===== src/rtl/tsel_bypass_ctrl.sv =====
module tsel_bypass_ctrl #(
    parameter int M_W = 7
) (
    input  logic           clk,
    input  logic           rst_n,
    input  logic           want_bypass,
    input  logic           ser_clk_in,
    input  logic [M_W-1:0] m_value,
    output logic           bypass_sel,
    output logic           mcnt_pulse
);

    localparam logic [M_W-1:0] ONE = M_W'(1);

    typedef struct packed {
        logic           bypass;
        logic           sclk;
        logic [M_W-1:0] cnt;
        logic           pulse;
    } byp_st_t;

    byp_st_t st_d, st_q;
    logic    sclk_rise;

    always_comb begin
        st_d      = st_q;
        sclk_rise = ser_clk_in && !st_q.sclk;
        st_d.sclk  = ser_clk_in;
        st_d.pulse = 1'b0;
        // steering moves only while the serial clock is low
        if (!ser_clk_in) begin
            st_d.bypass = want_bypass;
        end
        if (!st_q.bypass) begin
            st_d.cnt = m_value - ONE;
        end else if (sclk_rise) begin
            if (st_q.cnt == '0) begin
                st_d.cnt   = m_value - ONE;
                st_d.pulse = 1'b1;
            end else begin
                st_d.cnt = st_q.cnt - ONE;
            end
        end
    end

    always_ff @(posedge clk or negedge rst_n) begin
        if (!rst_n) begin
            st_q <= '{bypass: 1'b0, sclk: 1'b0, cnt: '0, pulse: 1'b0};
        end else begin
            st_q <= st_d;
        end
    end

    assign bypass_sel = st_q.bypass;
    assign mcnt_pulse = st_q.pulse;

    // the steering flag moves only after a low serial-clock sample
    a_r7_clean_switch: assert property (@(posedge clk) disable iff (!rst_n)
        (bypass_sel != $past(bypass_sel)) |-> !$past(ser_clk_in));

    // the terminal-count pulse lasts one clock
    a_r8_pulse_width: assert property (@(posedge clk) disable iff (!rst_n)
        mcnt_pulse |=> !mcnt_pulse);

    // no pulse is produced outside bypass
    a_r9_idle_quiet: assert property (@(posedge clk) disable iff (!rst_n)
        !bypass_sel |=> !mcnt_pulse);

endmodule


===== config.mk =====
export PLATFORM = sky130hd
export DESIGN_NAME = tsel_bypass_ctrl
export DESIGN_NICKNAME = d
export VERILOG_FILES = /design/src/rtl/tsel_bypass_ctrl.sv
export SDC_FILE = /design/constraint.sdc
export NUM_CORES = 1
export LEC_CHECK = 0
export ABC_AREA = 1
export BUFFER_PORTS_ARGS = -buffer_cell sky130_fd_sc_hd__buf_4
export CAP_MARGIN = 20
export CORE_MARGIN = 5
export CORE_UTILIZATION = 34
export CTS_BUF_LIST = sky130_fd_sc_hd__clkbuf_8
export CTS_CLUSTER_SIZE = 14
export DETAILED_ROUTE_END_ITERATION = 7
export HOLD_SLACK_MARGIN = 0.05
export SETUP_SLACK_MARGIN = 0.2
export SYNTH_ARGS = -nofsm -noshare
export SYNTH_HDL_FRONTEND = slang
export SYNTH_SLANG_ARGS = --single-unit

===== constraint.sdc =====
create_clock -name clk -period 4.6 [get_ports clk]
set_clock_uncertainty 0.2 [all_clocks]
set_input_delay 0.69 -clock clk [delete_from_list [all_inputs] [get_ports clk]]
set_output_delay 0.69 -clock clk [all_outputs]
set_load 0.01 [all_outputs]

* After elaboration in Yosys (flattened, before gate mapping)
Index checks and enable logic that the tools add are counted.
** Word-level totals
- Flip-flop bits (word level) :: 10
- Output and inout bits :: 2
- Logic and storage cells :: 15
** Cells by class
- Equal/unequal tests :: 1
- Mux-type cells :: 5
- Reduce and logical (&&, ||, !) cells :: 3
- Add/sub/neg operators :: 2
** Operator list (number)
- 2-to-1 mux 7 bit :: 2
- subtractor 7 x 1 -> 7 bit (second input constant) :: 2
- 2-to-1 mux 8 bit :: 1
- zero test 7 bit :: 1
- 2-to-1 mux 1 bit :: 2
- != test 2 x 1 -> 1 bit (second input constant) :: 1
- logical AND 1 bit :: 1
- zero test 1 bit :: 1

* Depth between registers and ports, before layout
- Word-level depth :: 4
- Mapped depth :: 9
- Gate-level depth less buffers :: 8

* Worst setup path before layout
No wires, ideal clock.
- Path kind :: in2reg
- Start point :: in m_value[0]
- End point :: reg st_q[7] in the netlist's numbering
- Required time :: 4276 ps
- Setup slack :: 2892 ps
- Cell stages on the path :: 7
- Arrival time :: 1384 ps
- Library setup time :: 124 ps
- Cell sequence :: inv_1 -> ha_1 -> nand3_1 -> o21ai_0 -> nand2_1 -> nand2_1 -> nand3_1
** On the way
- Word-level cells in the longest chain between the ends :: 4
** Ends and longest elaborated chain
- start: declaration :: RTL line 8 : input logic [M_W-1:0] m_value,
- subtractor 7 x 1 -> 7 bit (*) :: RTL line 35, 38
- 2-to-1 mux 7 bit :: RTL line 37 : if (st_q.cnt == '0) begin
- 2-to-1 mux 8 bit :: RTL line 36 : end else if (sclk_rise) begin
- 2-to-1 mux 7 bit (*) :: RTL line 34 : if (!st_q.bypass) begin
- end signal: assignment :: RTL line 48 : st_q <= '{bypass: 1'b0, sclk: 1'b0, cnt: '0, pulse: 1'b0};
- end signal: assignment :: RTL line 50 : st_q <= st_d;
- end: declaration :: RTL line 22 : byp_st_t st_d, st_q;
Every way passes the cells marked *; elsewhere a longest branch is shown, timed or not. The select of a mux whose other input is x is not followed.
A chain may end at the register's enable or synchronous reset.

* Worst setup path after layout
- Start point :: reg st_q, in the netlist bypass_sel
- End point :: out bypass_sel
** RTL lines
- end: declaration :: RTL line 9 : output logic bypass_sel,
No word-level cell between the ends.

==> flow_metrics.py <==
metrics = {
    "placed_design": {
        "dp_hpwl_um": 1220,
        "gp_congestion": 0.755,
        "port-buffer-count": 12,
    },
    "global_routing": {
        "grt_usage": 0.110,
        "grt_pass1_vias": 674,
        "grt_max_degree": 11,
        "grt_overflow_total": 0,
        "grt_pass1_wl_um": 2900,
        "antenna_found_initial": 0,
    },
    "clocking": {
        "clkTransAtPathRegs_ns": 0.05,
        "cts_tree": "built",
        "cts_setup_buffers": 0,
        "cts_made_buffers": 3,
        "cts-hold-fix-buffers": 0,
        "clock_path_buffers": 2,
        "cts_max_level": 1,
        "clkLatencyLatePin_ns": 0.23,
        "clockRootBuffer": "clkbuf_8",
        "cts_num_sinks": 10,
        "cts.repair.resized": 0,
    },
    "layout": {
        "fin_util": 0.427,
        "regArea_sq_um": 250,
        "final_nets": 130,
        "multiInputGateArea_sq_um": 428,
        "antennaDiodeCount": 0,
        "drive_above_1_share": 0.296,
        "area_growth_syn_to_layout_pct": 22.3,
        "num-fill-cells": 233,
    },
    "drt": {
        "ant_nets": 0,
        "drc": 0,
        "wire_per_inst_um": 10.6,
        "vias": 645,
        "finalWirelength_um": 1510,
        "first_pass_iters": 4,
        "drt-initial-drc-count": 4,
        "via_per_inst": 4.51,
    },
    "die": {
        "die_y_um": 57.2,
        "io_pins": 13,
        "fp.dieW_um": 57.2,
        "start_util": 0.349,
        "std_cell_rows": 17,
        "core_area_sq_um": 2170,
        "die-area_sq_um": 3270,
    },
    "critical_path": {
        "r2r-end": "st_q[4]",
        "startpoint_type": "flip-flop",
        "cp_top_family": "flip-flops",
        "cp.depth": 1,
        "crit_path_top_delay_cell": "dfrtp_1",
        "critPathKind": "reg2out",
        "worstPathArrival_ns": 0.80,
        "max_stage_delay_ns": 0.41,
        "cp.required_ns": 3.71,
        "crit_buf_inv": 1,
        "critPathMaxFanout": 4,
        "rrSetupSlack_ns": 2.94,
        "cp_cell_sequence": "buf_4",
        "rr_startpoint": "st_q[1]",
        "end_kind": "primary output",
        "rr_worst_depth": 8,
    },
    "sta": {
        "hold_viol_final": 0,
        "period_share": 0.366,
        "tns_ns": 0,
        "worstMarginPinSlew_ns": 0.300,
        "maxSlewViolCount": 0,
        "maxClockFrequency_mhz": 593,
        "fin_crit_ns": 1.69,
        "holdWs_ns": 0.0763,
        "max-slew-margin-rel": 0.798,
        "finalSetupViolCount": 0,
        "rsz0062_at_grt": "no",
    },
    "logic_synthesis": {
        "avgSynthCellArea_sq_um": 7.57,
        "synth-seq-cells": 10,
        "seq_area_frac_synth": 0.331,
        "netlist-cell-type-count": 17,
        "syn_nets": 114,
        "syn_inst": 100,
        "syn_area_sq_um": 757,
        "yosysWarnings": 0,
    },
    "pwr": {
        "power_uw": 300,
        "p_comb_frac": 0.257,
        "switching_share": 0.316,
        "irDropWorstVdd_uv": 215,
        "intPower_uw": 205,
        "power.leakage_uw": 0.000491,
        "seq_power_share": 0.374,
        "power_density_nw_per_um2": 324,
        "p_switching_uw": 94.7,
        "pwr-share-clk": 0.369,
    },
    "min_path": {
        "hp-class": "in2async",
    },
    "run": {
        "maxCapViolations": 0,
    },
    "status": {
        "outcome": "completed",
    },
}
[per-stage QoR]
stage | cells | worst slack, ns | cell area, sq um
3_3_place_gp | 139 | 2.73 | 871
6_report | 143 | 2.91 | 926
2_1_floorplan | 100 | 2.89 | 757
5_1_grt | 143 | 2.80 | 926
3_5_place_dp | 139 | 2.68 | 871
4_1_cts | 143 | 2.90 | 926
[synthesized netlist by cell type]
| cell | instances | area (sq um) |
|---|---|---|
| xor2_1 | 4 | 35.0 |
| ha_1 | 3 | 37.5 |
| nand2_2 | 5 | 31.3 |
| dfrtp_1 | 10 | 250 |
| inv_1 | 18 | 67.6 |
| nand3_2 | 8 | 80.1 |
| o21bai_1 | 1 | 7.51 |
| buf_6 | 1 | 11.3 |
| nand4_1 | 2 | 12.5 |
| nor2_4 | 2 | 22.5 |
| nor2_2 | 2 | 12.5 |
| a31oi_1 | 1 | 6.26 |
| and2_4 | 1 | 8.76 |
| nand2_1 | 25 | 93.8 |
| nand3_1 | 9 | 45.0 |
| o21ai_0 | 4 | 20.0 |
| nor2_1 | 4 | 15.0 |
[placed cells by master (no fill, tap or decap)]
cell type	instances
o21ai_0	4
nor2_2	2
nand3_1	9
xor2_1	4
nand3_2	8
and2_4	1
inv_1	18
ha_1	3
nand2_2	5
dfrtp_1	10
o21bai_1	1
buf_4	12
clkbuf_8	4
nor2_4	2
nor2_1	4
a31oi_1	1
nand4_1	2
nand2_1	25
[final cells by class]
| type | instances | share of cell area |
|---|---|---|
| multi-input combinational | 71 | 0.462 |
| sequential | 10 | 0.270 |
| inverter | 18 | 0.0730 |
| clock buffer | 4 | 0.0595 |
| tap | 28 | 0.0378 |
| timing repair buffer | 12 | 0.0973 |
[flip-flops by register name (all words and copies together), names as in the netlist]
signal	flops
mcnt_pulse	1
st_q	8
bypass_sel	1
[power by group through the flow]
stage | logic (uW) | registers, uW | clock network (uW)
finish | 77.1 | 112 | 111
global route | 89.7 | 114 | 116
CTS | 78.6 | 112 | 115
detailed placement | 77.4 | 114 | 0
global placement | 75.9 | 113 | 0
floorplan | 57.4 | 111 | 0
[logic make-up after synthesis]
group                    count (synthesis)  share of synthesized area
buffers and inverters                   19                      0.104
AND/OR/NAND/NOR                         58                      0.425
flip-flops                              10                      0.331
AO/OA/AOI/OAI                            6                     0.0446
XOR/XNOR                                 4                     0.0463
adder cells (fa/ha/maj)                  3                     0.0496
[metal layers]
metal  up-vias  global-route usage  wire [um]
li1        341                   -          -
met5         -                   0          0
met3         4              0.0158         52
met2        16               0.192        769
met4         0              0.0497         40
met1       284               0.132        651
[worst max path at each step]
| stage | startpoint | to | slack [ns] |
|---|---|---|---|
| floorplan | m_value[0] | st_q[7] | 2.89 |
| finish | bypass_sel | bypass_sel | 2.91 |
| detailed placement | m_value[0] | st_q[7] | 2.68 |
| global route | m_value[0] | st_q[7] | 2.80 |
| CTS | bypass_sel | bypass_sel | 2.90 |
| global placement | m_value[0] | st_q[7] | 2.73 |
No activity file was read; power rests on OpenSTA's default activity.
